--- config.mk ---
export PLATFORM = sky130hd
export DESIGN_NAME = usb_ep0_regs
export DESIGN_NICKNAME = d
export VERILOG_FILES = /design/src/rtl/usbep_pkg.sv /design/src/rtl/usbep_addr_reg.sv /design/src/rtl/usbep_ep0_ctl.sv /design/src/rtl/usbep_rd_mux.sv /design/src/rtl/usb_ep0_regs.sv
export SDC_FILE = /design/constraint.sdc
export NUM_CORES = 1
export LEC_CHECK = 0
export BUFFER_PORTS_ARGS = -buffer_cell sky130_fd_sc_hd__buf_4
export CORE_MARGIN = 5
export CORE_UTILIZATION = 45
export CTS_BUF_LIST = sky130_fd_sc_hd__clkbuf_16
export DETAILED_ROUTE_END_ITERATION = 6
export PLACE_DENSITY_LB_ADDON = 0.12
export SYNTH_ARGS = -nofsm -noshare
export SYNTH_HDL_FRONTEND = slang
export SYNTH_SLANG_ARGS = --single-unit
--- constraint.sdc ---
create_clock -name clk -period 1.55 [get_ports clk]
set_input_delay 0.155 -clock clk [delete_from_list [all_inputs] [get_ports clk]]
set_output_delay 0.155 -clock clk [all_outputs]
set_load 0.05 [all_outputs]
--- src/rtl/usbep_pkg.sv ---
package usbep_pkg;

    localparam int DATA_W   = 8;
    localparam int DADDR_W  = 7;
    localparam int MODE_W   = 4;

    // Status/mode register layout; bit order is decoded by firmware
    typedef struct packed {
        logic              setup;
        logic              in_evt;
        logic              out_evt;
        logic              ack_evt;
        logic [MODE_W-1:0] mode;
    } ep0_reg_t;

    typedef struct packed {
        logic               en;
        logic [DADDR_W-1:0] addr;
    } devaddr_reg_t;

    typedef struct packed {
        logic              in_evt;
        logic              out_evt;
        logic              ack_evt;
        logic              mode_upd;
        logic [MODE_W-1:0] mode;
    } sie_evt_t;

    localparam ep0_reg_t     EP0_RST  = '0;
    localparam devaddr_reg_t DADDR_RST = '0;

    function automatic logic sie_any(input sie_evt_t e);
        return e.in_evt | e.out_evt | e.ack_evt | e.mode_upd;
    endfunction

    function automatic ep0_reg_t apply_sie(input ep0_reg_t cur, input sie_evt_t e);
        ep0_reg_t r;
        r = cur;
        if (e.in_evt)   r.in_evt  = 1'b1;
        if (e.out_evt)  r.out_evt = 1'b1;
        if (e.ack_evt)  r.ack_evt = 1'b1;
        if (e.mode_upd) r.mode    = e.mode;
        return r;
    endfunction

endpackage

--- src/rtl/usbep_addr_reg.sv ---
module usbep_addr_reg
    import usbep_pkg::*;
(
    input  logic               clk,
    input  logic               rst,
    input  logic               bus_reset,
    input  logic               wr_en,
    input  logic [DATA_W-1:0]  wdata,
    input  logic [DADDR_W-1:0] tok_addr,
    output devaddr_reg_t       q,
    output logic               match
);

    devaddr_reg_t q_r;

    always_ff @(posedge clk) begin
        if (rst || bus_reset) begin
            q_r <= DADDR_RST;
        end else if (wr_en) begin
            q_r <= devaddr_reg_t'(wdata);
        end
    end

    // Disabled device answers only the default address
    always_comb begin
        if (q_r.en) match = (tok_addr == q_r.addr);
        else        match = (tok_addr == '0);
    end

    assign q = q_r;

endmodule

--- src/rtl/usbep_ep0_ctl.sv ---
module usbep_ep0_ctl
    import usbep_pkg::*;
(
    input  logic              clk,
    input  logic              rst,
    input  logic              bus_reset,
    input  logic              wr_en,
    input  logic              rd_en,
    input  logic [DATA_W-1:0] wdata,
    input  sie_evt_t          sie,
    input  logic              setup_open,
    input  logic              setup_close,
    output ep0_reg_t          q,
    output logic              locked,
    output logic              setup_win
);

    ep0_reg_t q_r, q_nx;
    logic     lock_r, lock_nx;
    logic     win_r, win_nx;
    logic     sie_hit;
    logic     wr_ok;

    assign sie_hit = sie_any(sie);
    // SIE has priority over a firmware write in the same cycle
    assign wr_ok   = wr_en && !lock_r && !sie_hit;

    always_comb begin
        q_nx = q_r;
        if (wr_ok) begin
            q_nx        = EP0_RST;
            q_nx.mode   = wdata[MODE_W-1:0];
        end
        q_nx = apply_sie(q_nx, sie);
        if (setup_open || win_r) q_nx.setup = 1'b1;
    end

    always_comb begin
        if (sie_hit)    lock_nx = 1'b1;
        else if (rd_en) lock_nx = 1'b0;
        else            lock_nx = lock_r;
    end

    always_comb begin
        if (setup_open)       win_nx = 1'b1;
        else if (setup_close) win_nx = 1'b0;
        else                  win_nx = win_r;
    end

    always_ff @(posedge clk) begin
        if (rst || bus_reset) begin
            q_r    <= EP0_RST;
            lock_r <= 1'b0;
            win_r  <= 1'b0;
        end else begin
            q_r    <= q_nx;
            lock_r <= lock_nx;
            win_r  <= win_nx;
        end
    end

    assign q         = q_r;
    assign locked    = lock_r;
    assign setup_win = win_r;

endmodule

--- src/rtl/usbep_rd_mux.sv ---
module usbep_rd_mux
    import usbep_pkg::*;
#(
    parameter int                AW       = 5,
    parameter logic [AW-1:0]     OFS_ADDR = '0,
    parameter logic [AW-1:0]     OFS_EP0  = 1
) (
    input  logic              clk,
    input  logic              rst,
    input  logic              rd,
    input  logic [AW-1:0]     addr,
    input  devaddr_reg_t      daddr,
    input  ep0_reg_t          ep0,
    output logic [DATA_W-1:0] rdata
);

    logic [DATA_W-1:0] sel;

    always_comb begin
        unique case (addr)
            OFS_ADDR: sel = DATA_W'(daddr);
            OFS_EP0:  sel = DATA_W'(ep0);
            default:  sel = '0;
        endcase
    end

    always_ff @(posedge clk) begin
        if (rst)     rdata <= '0;
        else if (rd) rdata <= sel;
    end

endmodule

--- src/rtl/usb_ep0_regs.sv ---
module usb_ep0_regs
    import usbep_pkg::*;
#(
    parameter int            AW       = 5,
    parameter logic [AW-1:0] OFS_ADDR = 5'h00,
    parameter logic [AW-1:0] OFS_EP0  = 5'h01
) (
    input  logic               clk,
    input  logic               rst,
    input  logic               bus_reset,
    input  logic [AW-1:0]      cpu_addr,
    input  logic               cpu_wr,
    input  logic               cpu_rd,
    input  logic [DATA_W-1:0]  cpu_wdata,
    output logic [DATA_W-1:0]  cpu_rdata,
    input  logic               sie_in,
    input  logic               sie_out,
    input  logic               sie_ack,
    input  logic               sie_mode_upd,
    input  logic [MODE_W-1:0]  sie_mode,
    input  logic               setup_data_start,
    input  logic               setup_ack_start,
    input  logic [DADDR_W-1:0] tok_addr,
    output logic [DADDR_W-1:0] dev_addr,
    output logic               addr_en,
    output logic [DATA_W-1:0]  ep0_mode,
    output logic               addr_match
);

    devaddr_reg_t daddr_q;
    ep0_reg_t     ep0_q;
    sie_evt_t     sie_ev;
    logic         sel_addr, sel_ep0;
    logic         ep_locked, ep_setup_win, sie_hit;

    assign sel_addr = (cpu_addr == OFS_ADDR);
    assign sel_ep0  = (cpu_addr == OFS_EP0);

    assign sie_ev = '{in_evt: sie_in, out_evt: sie_out, ack_evt: sie_ack,
                      mode_upd: sie_mode_upd, mode: sie_mode};
    assign sie_hit = sie_any(sie_ev);

    usbep_addr_reg u_addr (
        .clk      (clk),
        .rst      (rst),
        .bus_reset(bus_reset),
        .wr_en    (cpu_wr && sel_addr),
        .wdata    (cpu_wdata),
        .tok_addr (tok_addr),
        .q        (daddr_q),
        .match    (addr_match)
    );

    usbep_ep0_ctl u_ep0 (
        .clk        (clk),
        .rst        (rst),
        .bus_reset  (bus_reset),
        .wr_en      (cpu_wr && sel_ep0),
        .rd_en      (cpu_rd && sel_ep0),
        .wdata      (cpu_wdata),
        .sie        (sie_ev),
        .setup_open (setup_data_start),
        .setup_close(setup_ack_start),
        .q          (ep0_q),
        .locked     (ep_locked),
        .setup_win  (ep_setup_win)
    );

    usbep_rd_mux #(.AW(AW), .OFS_ADDR(OFS_ADDR), .OFS_EP0(OFS_EP0)) u_rd (
        .clk  (clk),
        .rst  (rst),
        .rd   (cpu_rd),
        .addr (cpu_addr),
        .daddr(daddr_q),
        .ep0  (ep0_q),
        .rdata(cpu_rdata)
    );

    assign dev_addr = daddr_q.addr;
    assign addr_en  = daddr_q.en;
    assign ep0_mode = ep0_q;

endmodule

# Word-level counts from Yosys, hierarchy flattened
# Cells that the tools add are included.
dict set report op_classes {
  n_eq_ne 2
  reduce_logical 18
  n_mux 12
  bitwise 3
}
# operator n
set ops {}
lappend ops {{8-bit one-hot mux with 2 select lines} 1}
lappend ops {{2-bit nonzero test} 7}
lappend ops {{1-bit 2-to-1 mux} 9}
lappend ops {{8-bit 2-to-1 mux} 1}
lappend ops {{7-bit equality test} 1}
lappend ops {{7-bit logical NOT} 1}
lappend ops {{5-bit by 1-bit equality test with 1-bit output (second input constant)} 1}
lappend ops {{1-bit logical AND} 5}
lappend ops {{5-bit logical NOT} 1}
lappend ops {{4-bit 2-to-1 mux} 1}
lappend ops {{1-bit OR} 3}
lappend ops {{1-bit logical NOT} 2}
lappend ops {{1-bit logical OR} 2}
dict set report word_totals {
  elab_cells 45
  reg_bits 26
}

# Longest topological paths before layout
# Gate-level depths: netlist of the first run.
dict set report depth {
  depth_word 7
  depth_mapped 5
  mapped_depth_nobuf 3
}

# Cells and area by module
# Synthesis of the first run repeated with hierarchy kept, for this count alone.
dict set report hier_totals {
  hier_cells 135
  hier_area_um2 1335.0
}
# module cells_each instances area_each_um2 seq_area_each_um2
set by_module_without_submodules {}
lappend by_module_without_submodules {usbep_ep0_ctl 51 1 456.7 200.2}
lappend by_module_without_submodules {usbep_rd_mux 39 1 446.7 160.2}
lappend by_module_without_submodules {usbep_addr_reg 40 1 390.4 160.2}
lappend by_module_without_submodules {usb_ep0_regs 5 1 41.3 0.0}

# Worst setup path after synthesis of the first run
# OpenSTA, ideal clock, no wires.
dict set report synth_path {
  path_kind {register to output}
  startpoint {register u_addr.q_r (netlist bit u_addr.q[3])}
  endpoint {output port addr_match}
  t_required_ns 1.395
  stages_incl_launch_ff 4
  arrival_ns 2.049
  slack_ns -0.654
  path_cell_list {dfxtp_1 xnor2_1 nand4_1 o21ai_0}
}
dict set report synth_between {
  elab_chain_len 2
}
# element line_no
set synth_rtl {}
lappend synth_rtl {{start: declaration} usbep_addr_reg.sv:14} ;# devaddr_reg_t q_r;
lappend synth_rtl {{start signal: assignment} usbep_addr_reg.sv:20} ;# q_r <= devaddr_reg_t'(wdata);
lappend synth_rtl {{7-bit equality test} usbep_addr_reg.sv:26} ;# if (q_r.en) match = (tok_addr == q_r.addr);
lappend synth_rtl {{1-bit 2-to-1 mux} usbep_addr_reg.sv:26}
lappend synth_rtl {{end: declaration} usb_ep0_regs.sv:27} ;# output logic addr_match
# Every way passes these cells.

# Final worst setup path of the first run
dict set report layout_path {
  startpoint {register u_addr.q_r (netlist bit u_addr.q[2])}
  endpoint {output port addr_match}
}
# The elaborated chain is that of the path after synthesis.

==> results of run 1 <==
==> worst max-delay path: stages, from the launching register on <==
cell	delay [ns]
sky130_fd_sc_hd__dfxtp_1	0.40
sky130_fd_sc_hd__xnor2_1	0.14
sky130_fd_sc_hd__nand4_1	0.19
sky130_fd_sc_hd__o21ai_4	0.17
sky130_fd_sc_hd__buf_6	0.17
==> logic make-up (layout without fill, tap and decap cells) <==
logic type | count (synthesis) | in the layout | share of synthesized area [%]
simple gates | 41 | 41 | 17.36
xor+xnor | 7 | 7 | 4.525
flops | 26 | 26 | 38.41
compound gates | 48 | 48 | 24.38
mux | 8 | 8 | 6.648
buf+inv | 26 | 78 | 8.679
==> through the flow <==
stage | setup slack [ns] | setup TNS (ns) | instances | utilization, %
detailed placement | -0.05362 | -0.2518 | 237 | 60.80
global placement | 0.004858 | 0 | 237 | 60.80
floorplan | 0.04228 | 0 | 156 | -
CTS | 0.02003 | 0 | 241 | 63.70
global route | 0.002449 | 0 | 241 | 63.95
finish | 0.06085 | 0 | 241 | 63.95
==> registers in the layout, summed over array words and instances, names as in the netlist <==
register,count
u_addr.q,8
u_ep0.q,8
u_ep0.setup_win,1
u_ep0.locked,1
u_rd.rdata,8
==> final cells by class <==
cell class              count  area, um2  share of cell area, %
clock buffers               3      75.07                  3.942
clock inverters             1      3.754                 0.1971
inverters                  11      41.29                  2.168
multi-input cells         104      740.7                  38.90
flip-flops and latches     26      525.5                  27.60
well taps                  33      41.29                  2.168
repair buffers             63      476.7                  25.03
==> cell usage in the layout, fill, tap and decap left out, drive strengths merged, types with 3 or more instances in the layout <==
| cell | netlist | layout |
|---|---|---|
| nand2 | 9 | 9 |
| nand4 | 10 | 10 |
| dfxtp | 26 | 26 |
| clkinv | 2 | 3 |
| xnor2 | 7 | 7 |
| nand3 | 8 | 8 |
| clkbuf | 10 | 3 |
| o41ai | 8 | 8 |
| buf | 5 | 63 |
| nor4 | 4 | 4 |
| and3b | 4 | 4 |
| a21oi | 22 | 22 |
| a221oi | 4 | 4 |
| inv | 9 | 9 |
| mux2 | 8 | 8 |
| a41oi | 4 | 4 |
| o31ai | 9 | 9 |
==> layer usage <==
layer  global-route usage, %  wire (um)  vias up  share of wire [%]
li1                        -          -      689                  -
met4                   7.388         70        0                1.7
met3                   4.506        396        9                9.7
met2                   33.21       1858       73                 46
met1                   24.17       1740      656                 43
met5                       0          0        -                  0
==> worst paths after layout <==
path	slack (ns)	endpoint	cells past startpoint
worst max-delay path	0.06	addr_match	4
worst max register to register	0.32	u_ep0.q[0]$_SDFFE_PP0P_	3
worst min register to register	0.46	u_rd.rdata[1]$_SDFFE_PP0P_	2
worst min-delay path	0.12	u_rd.rdata[2]$_SDFFE_PP0P_	2
==> power by group through the flow <==
stage          clock network (mW)  logic [mW]  registers, mW
2_1_floorplan                   0       0.103          0.741
3_3_place_gp                    0       0.243          0.709
3_5_place_dp                    0       0.250          0.709
4_1_cts                     0.579       0.253          0.694
5_1_grt                     0.602       0.273          0.696
6_report                    0.578       0.253          0.694
==> what timing repair did <==
action | 4_1_cts | 5_1_grt
pin swaps | 1 | 2
resized for setup | 2 | 4
endpoints found under the setup margin | 1 | 1
==> results_tabular.tex, run 1 <==
\begin{tabular}{lr}
\hline
Metric & Value \\
\hline
\multicolumn{2}{l}{\textbf{Critical path}} \\
\quad Worst setup SP type & register \\
\quad Critical path class & reg2out \\
\quad Worst reg2reg path startpoint & u\_ep0.locked\$\_SDFFE\_PP0P\_ \\
\quad Critical path capture point type & primary output \\
\quad Largest driver fanout on the critical path & 4 \\
\quad Worst path arrival time & 1.33 ns \\
\quad Required time of the critical path & 1.39 ns \\
\quad Source of the critical timing path & u\_addr.q[2]\$\_SDFFE\_PP0P\_ \\
\multicolumn{2}{l}{\textbf{Clock network}} \\
\quad Clock Latency Late Sink & 0.26 ns \\
\quad Clock slew at reported path FFs & 0.07 ns \\
\quad CTS sink cnt & 26 \\
\quad TritonCTS clock tree & built \\
\quad Deepest clock path buffer count & 2 \\
\quad Cts bufs inserted & 3 \\
\quad CTS Hold Bufs & 0 \\
\quad Post-CTS setup buffer count & 0 \\
\quad Maximum level of the CTS H-tree & 1 \\
\quad Root buffer cell & sky130\_fd\_sc\_hd\_\_clkbuf\_16 \\
\multicolumn{2}{l}{\textbf{Die}} \\
\quad Core area & 0.002978 mm2 \\
\quad Number of standard-cell rows in the floorplan & 20 \\
\quad Initial Utilization & 45.50\% \\
\quad Die footprint & 0.004209 mm2 \\
\quad Number of ports placed on the die boundary & 60 \\
\quad Die boundary height & 64.88 um \\
\quad Horizontal die dimension & 64.88 um \\
\multicolumn{2}{l}{\textbf{GRT}} \\
\quad Via count of the first global-routing pass & 1391 \\
\quad Grt ovf & 0 \\
\quad First-pass GRT wire length & 6555 um \\
\quad Initial antenna violation count & 0 \\
\quad Largest net degree at the start of global routing & 23 \\
\quad All-layer global routing usage & 19.67\% \\
\multicolumn{2}{l}{\textbf{Power and ir drop}} \\
\quad Sequential share of power & 45.5\% \\
\quad Power per cell area & 800.5 mW/mm2 \\
\quad Reported leakage power & 0.7756 nW \\
\quad Comb pwr share & 16.6\% \\
\quad Power, Total & 1.524 mW \\
\quad Clock share of power & 37.9\% \\
\quad Power spent charging and discharging nets & 0.3865 mW \\
\quad Cell Int Power & 1.138 mW \\
\quad Sw Share & 25.36\% \\
\quad VDD IR-drop max & 0.0004552 V \\
\multicolumn{2}{l}{\textbf{Synthesis}} \\
\quad Ys async rst share & 0\% \\
\quad Count of flip-flops with a built-in enable after synthesis & 0 \\
\quad Synth Area per Inst & 8.686 um2 \\
\quad Most common cell in the netlist & sky130\_fd\_sc\_hd\_\_dfxtp\_1 \\
\quad Area share of the largest cell type after synthesis & 38.41\% \\
\quad Fraction of the yosys area taken by sequential cells & 38.41\% \\
\quad Dominant synthesized flop cell & sky130\_fd\_sc\_hd\_\_dfxtp\_1 \\
\quad Syn Inst Count & 156 \\
\quad Synth area leaders & sky130\_fd\_sc\_hd\_\_dfxtp\_1 38\%, sky130\_fd\_sc\_hd\_\_a21oi\_1 8.1\%, sky130\_fd\_sc\_hd\_\_mux2\_2 6.6\%, sky130\_fd\_sc\_hd\_\_o31ai\_1 5.0\%, sky130\_fd\_sc\_hd\_\_nand4\_1 4.6\% \\
\quad Post-synth cell types & 27 \\
\quad Cell area after synthesis & 0.001355 mm2 \\
\quad Most common library cells after synthesis & 26 x sky130\_fd\_sc\_hd\_\_dfxtp\_1, 22 x sky130\_fd\_sc\_hd\_\_a21oi\_1, 10 x sky130\_fd\_sc\_hd\_\_clkbuf\_1, 10 x sky130\_fd\_sc\_hd\_\_nand4\_1 \\
\quad Number of storage elements in the synthesis netlist & 26 \\
\quad Syn. warnings & 0 \\
\quad Post-Synthesis Net Count & 191 \\
\quad Dominant cell type by area after synthesis & sky130\_fd\_sc\_hd\_\_dfxtp\_1 \\
\multicolumn{2}{l}{\textbf{STA}} \\
\quad Headroom to the max-slew limit & 64.25\% \\
\quad Crit share post-route & 96.07\% \\
\quad Time the final worst path needs with I/O delays and setup & 1.489 ns \\
\quad Min Hold Slack & 0.1191 ns \\
\quad Total count of hold-check failures in the final report & 0 \\
\quad Final Slew Violations & 0 \\
\quad Max frequency & 0.6715 GHz \\
\quad Worst Skew & 0.002585 ns \\
\quad Setup-failing EPs final & 0 \\
\quad Worst Max-Slew Pin Slew & 0.5356 ns \\
\quad Unrepaired setup endpoints after global routing & no \\
\multicolumn{2}{l}{\textbf{Cells and area}} \\
\quad Number of diodes added for antenna fixing & 0 \\
\quad Synth-to-layout area growth & 40.54\% \\
\quad Number of nets in the layout & 244 \\
\quad Number of fill cells & 269 \\
\quad Final std cell area, no fill & 0.001904 mm2 \\
\quad Layout cell share with drive strength beyond 1 & 40.38\% \\
\multicolumn{2}{l}{\textbf{Place}} \\
\quad Final estimated routing congestion in global placement & 0.7997 \\
\quad Placed cell areas & 0.001810 mm2 \\
\quad Detail Placement HPWL & 3041 um \\
\quad PortBufs & 59 \\
\multicolumn{2}{l}{\textbf{Job}} \\
\quad Max-cap violation count & 0 \\
\multicolumn{2}{l}{\textbf{Routing}} \\
\quad Starting DRT DRC Count & 47 \\
\quad Final wirelength & 4066 um \\
\quad Post-DR wirelength/cell & 16.87 um \\
\quad Post-route ant nets & 0 \\
\quad Via density per instance & 5.921 \\
\quad Iteration count of the initial detailed-routing pass & 4 \\
\quad Overall via count from detail\_route & 1427 \\
\quad Number of design rule violations left after detail routing & 0 \\
\multicolumn{2}{l}{\textbf{Min path}} \\
\quad Startpoint of the most critical hold path & rst \\
\quad Worst hold-check path type & in2reg \\
\multicolumn{2}{l}{\textbf{Run status}} \\
\quad Status & completed \\
\hline
\end{tabular}
(Power assumes the default switching activity.)
==> run 2: changes to the inputs <==
--- a/config.mk
+++ b/config.mk
@@ -6,6 +6,7 @@
 export NUM_CORES = 1
 export LEC_CHECK = 0
 export BUFFER_PORTS_ARGS = -buffer_cell sky130_fd_sc_hd__buf_4
+export CORE_ASPECT_RATIO = 0.5
 export CORE_MARGIN = 5
 export CORE_UTILIZATION = 45
 export CTS_BUF_LIST = sky130_fd_sc_hd__clkbuf_16
==> results_tabular.tex, run 2 (synthesis results as in run 1) <==
\begin{tabular}{lr}
\hline
Metric & Value \\
\hline
\multicolumn{2}{l}{\textbf{Power and ir drop}} \\
\quad Power, Total & 1.517 mW \\
\quad Clock share of power & 37.6\% \\
\quad Comb pwr share & 16.9\% \\
\quad Sw Share & 24.94\% \\
\quad Sequential share of power & 45.6\% \\
\quad Power per cell area & 788.7 mW/mm2 \\
\quad Power spent charging and discharging nets & 0.3783 mW \\
\quad Cell Int Power & 1.139 mW \\
\quad Reported leakage power & 0.7816 nW \\
\quad VDD IR-drop max & 0.0005066 V \\
\multicolumn{2}{l}{\textbf{Place}} \\
\quad Final estimated routing congestion in global placement & 0.8143 \\
\quad Worst slack at placement & -0.04698 ns \\
\quad Detail Placement HPWL & 2991 um \\
\quad Cell Count Post-Placement & 244 \\
\quad PortBufs & 59 \\
\multicolumn{2}{l}{\textbf{GRT}} \\
\quad Grt ovf & 0 \\
\quad Largest net degree at the start of global routing & 23 \\
\quad First-pass GRT wire length & 6561 um \\
\quad Via count of the first global-routing pass & 1351 \\
\quad All-layer global routing usage & 19.27\% \\
\quad Initial antenna violation count & 0 \\
\multicolumn{2}{l}{\textbf{Clock network}} \\
\quad CTS sink cnt & 26 \\
\quad Deepest clock path buffer count & 2 \\
\quad Cts bufs inserted & 3 \\
\quad Post-CTS setup buffer count & 0 \\
\quad Clock Latency Late Sink & 0.26 ns \\
\quad Maximum level of the CTS H-tree & 1 \\
\quad TritonCTS clock tree & built \\
\quad Clock slew at reported path FFs & 0.06 ns \\
\quad CTS Hold Bufs & 0 \\
\quad Root buffer cell & sky130\_fd\_sc\_hd\_\_clkbuf\_16 \\
\multicolumn{2}{l}{\textbf{Min path}} \\
\quad Hold Path Depth & 3 \\
\quad End point of the most critical hold path & u\_ep0.setup\_win\$\_SDFFE\_PP0P\_ \\
\quad Startpoint of the most critical hold path & setup\_data\_start \\
\quad Worst hold-check path type & in2reg \\
\multicolumn{2}{l}{\textbf{Cells and area}} \\
\quad Synth-to-layout area growth & 41.92\% \\
\quad Most used cells in the layout excluding fill and tap cells & 62 x sky130\_fd\_sc\_hd\_\_buf\_4, 22 x sky130\_fd\_sc\_hd\_\_a21oi\_1, 20 x sky130\_fd\_sc\_hd\_\_dfxtp\_1 \\
\quad Layout cell share with drive strength beyond 1 & 41.83\% \\
\quad Count of non-filler cells in the finished layout & 248 \\
\quad Most common cell after layout, fill and taps aside & sky130\_fd\_sc\_hd\_\_buf\_4 \\
\quad Number of fill cells & 255 \\
\quad Final Core Density & 65.35\% \\
\quad Number of nets in the layout & 244 \\
\quad Number of diodes added for antenna fixing & 0 \\
\multicolumn{2}{l}{\textbf{Routing}} \\
\quad Overall via count from detail\_route & 1391 \\
\quad Final wirelength & 4035 um \\
\quad Via density per instance & 5.609 \\
\quad Starting DRT DRC Count & 101 \\
\quad Post-route ant nets & 0 \\
\quad Post-DR wirelength/cell & 16.27 um \\
\quad Number of design rule violations left after detail routing & 0 \\
\quad Iteration count of the initial detailed-routing pass & 4 \\
\multicolumn{2}{l}{\textbf{Die}} \\
\quad Die footprint & 0.004275 mm2 \\
\quad Number of standard-cell rows in the floorplan & 14 \\
\quad Horizontal die dimension & 87.61 um \\
\quad Initial Utilization & 46.05\% \\
\quad Core area & 0.002943 mm2 \\
\quad Number of ports placed on the die boundary & 60 \\
\quad Die boundary height & 48.80 um \\
\multicolumn{2}{l}{\textbf{STA}} \\
\quad Final Slew Violations & 0 \\
\quad Worst Skew & 0.002026 ns \\
\quad Unrepaired setup endpoints after global routing & no \\
\quad Headroom to the max-slew limit & 63.21\% \\
\quad Post-route worst setup slack & 0.07132 ns \\
\quad Crit share post-route & 95.40\% \\
\quad Max frequency & 0.6763 GHz \\
\quad Setup-failing EPs final & 0 \\
\quad Time the final worst path needs with I/O delays and setup & 1.479 ns \\
\quad Setup TNS after final layout & 0 ns \\
\quad Total count of hold-check failures in the final report & 0 \\
\quad Worst Max-Slew Pin Slew & 0.5513 ns \\
\multicolumn{2}{l}{\textbf{Critical path}} \\
\quad Worst path arrival time & 1.32 ns \\
\quad Worst reg2reg path startpoint & u\_ep0.locked\$\_SDFFE\_PP0P\_ \\
\quad FF-to-FF End & u\_ep0.q[3]\$\_SDFFE\_PP0P\_ \\
\quad Source of the critical timing path & u\_addr.q[0]\$\_SDFFE\_PP0P\_ \\
\quad Worst setup SP type & register \\
\quad Largest driver fanout on the critical path & 4 \\
\quad Critical path class & reg2out \\
\quad Worst R2R Path Depth & 3 \\
\quad Critical path capture point type & primary output \\
\quad Required time of the critical path & 1.39 ns \\
\quad Setup slack on the worst flop-to-flop path & 0.33 ns \\
\multicolumn{2}{l}{\textbf{Run status}} \\
\quad Status & completed \\
\multicolumn{2}{l}{\textbf{Job}} \\
\quad Max-cap violation count & 0 \\
\hline
\end{tabular}
## run 2: cell types whose count changed in the layout (fill, tap and decap cells not counted)
cell,delta
sky130_fd_sc_hd__dfxtp_1,-2
sky130_fd_sc_hd__dfxtp_2,+2
sky130_fd_sc_hd__xnor2_1,-1
sky130_fd_sc_hd__xnor2_2,+1
## run 2: worst max-delay path by stage
stage,slack [ns],cells after the start,endpoint
2_1_floorplan,0.04,3,addr_match
3_3_place_gp,-0.005,4,u_ep0.q[1]$_SDFFE_PP0P_
3_5_place_dp,-0.05,4,u_ep0.q[3]$_SDFFE_PP0P_
4_1_cts,0.0003,4,addr_match
5_1_grt,0.004,4,addr_match
6_report,0.07,4,addr_match
## run 2: through the flow
| stage | instance area [um2] | hold WS (ns) |
|---|---|---|
| 4_1_cts | 1904 | 0.1140 |
| 6_report | 1923 | 0.1129 |
| 3_3_place_gp | 1819 | 0.3724 |
| 3_5_place_dp | 1819 | 0.3827 |
| 5_1_grt | 1923 | 0.1159 |
| 2_1_floorplan | 1366 | 0.2724 |
## run 2: power groups by stage
stage	clock, mW	sequential [mW]	combinational, mW
after floorplan	0	0.741	0.103
after global placement	0	0.706	0.248
after detailed placement	0	0.706	0.251
after CTS	0.582	0.691	0.253
after global routing	0.610	0.694	0.276
final	0.570	0.692	0.256
## run 2: repair_timing
action,CTS,global route
endpoints found under the hold margin,0,0
endpoints found under the setup margin,1,1
gates resized for setup,1,8
pin swaps,0,2
## run 2: final cells by class
type,count,area [um2],area share [%]
multi-input combinational,104,748.2,38.91
clock inverter,1,3.754,0.1952
tap,40,50.05,2.602
clock buffer,3,75.07,3.904
sequential,26,528.0,27.46
inverter,11,41.29,2.147
timing repair buffer,63,476.7,24.79
## run 2: metal layers
layer | GRT usage [%] | part of all wire (%) | up-vias
met2 | 27.50 | 44 | 58
li1 | - | - | 695
met5 | 0 | 0 | -
met1 | 29.17 | 44 | 633
met3 | 4.553 | 11 | 5
met4 | 3.827 | 0.62 | 0
## run 2: worst max-delay path: stages, from the launching register on
cell	delay (ns)
sky130_fd_sc_hd__dfxtp_2	0.35
sky130_fd_sc_hd__xnor2_1	0.20
sky130_fd_sc_hd__nand4_1	0.17
sky130_fd_sc_hd__o21ai_4	0.18
sky130_fd_sc_hd__buf_6	0.17
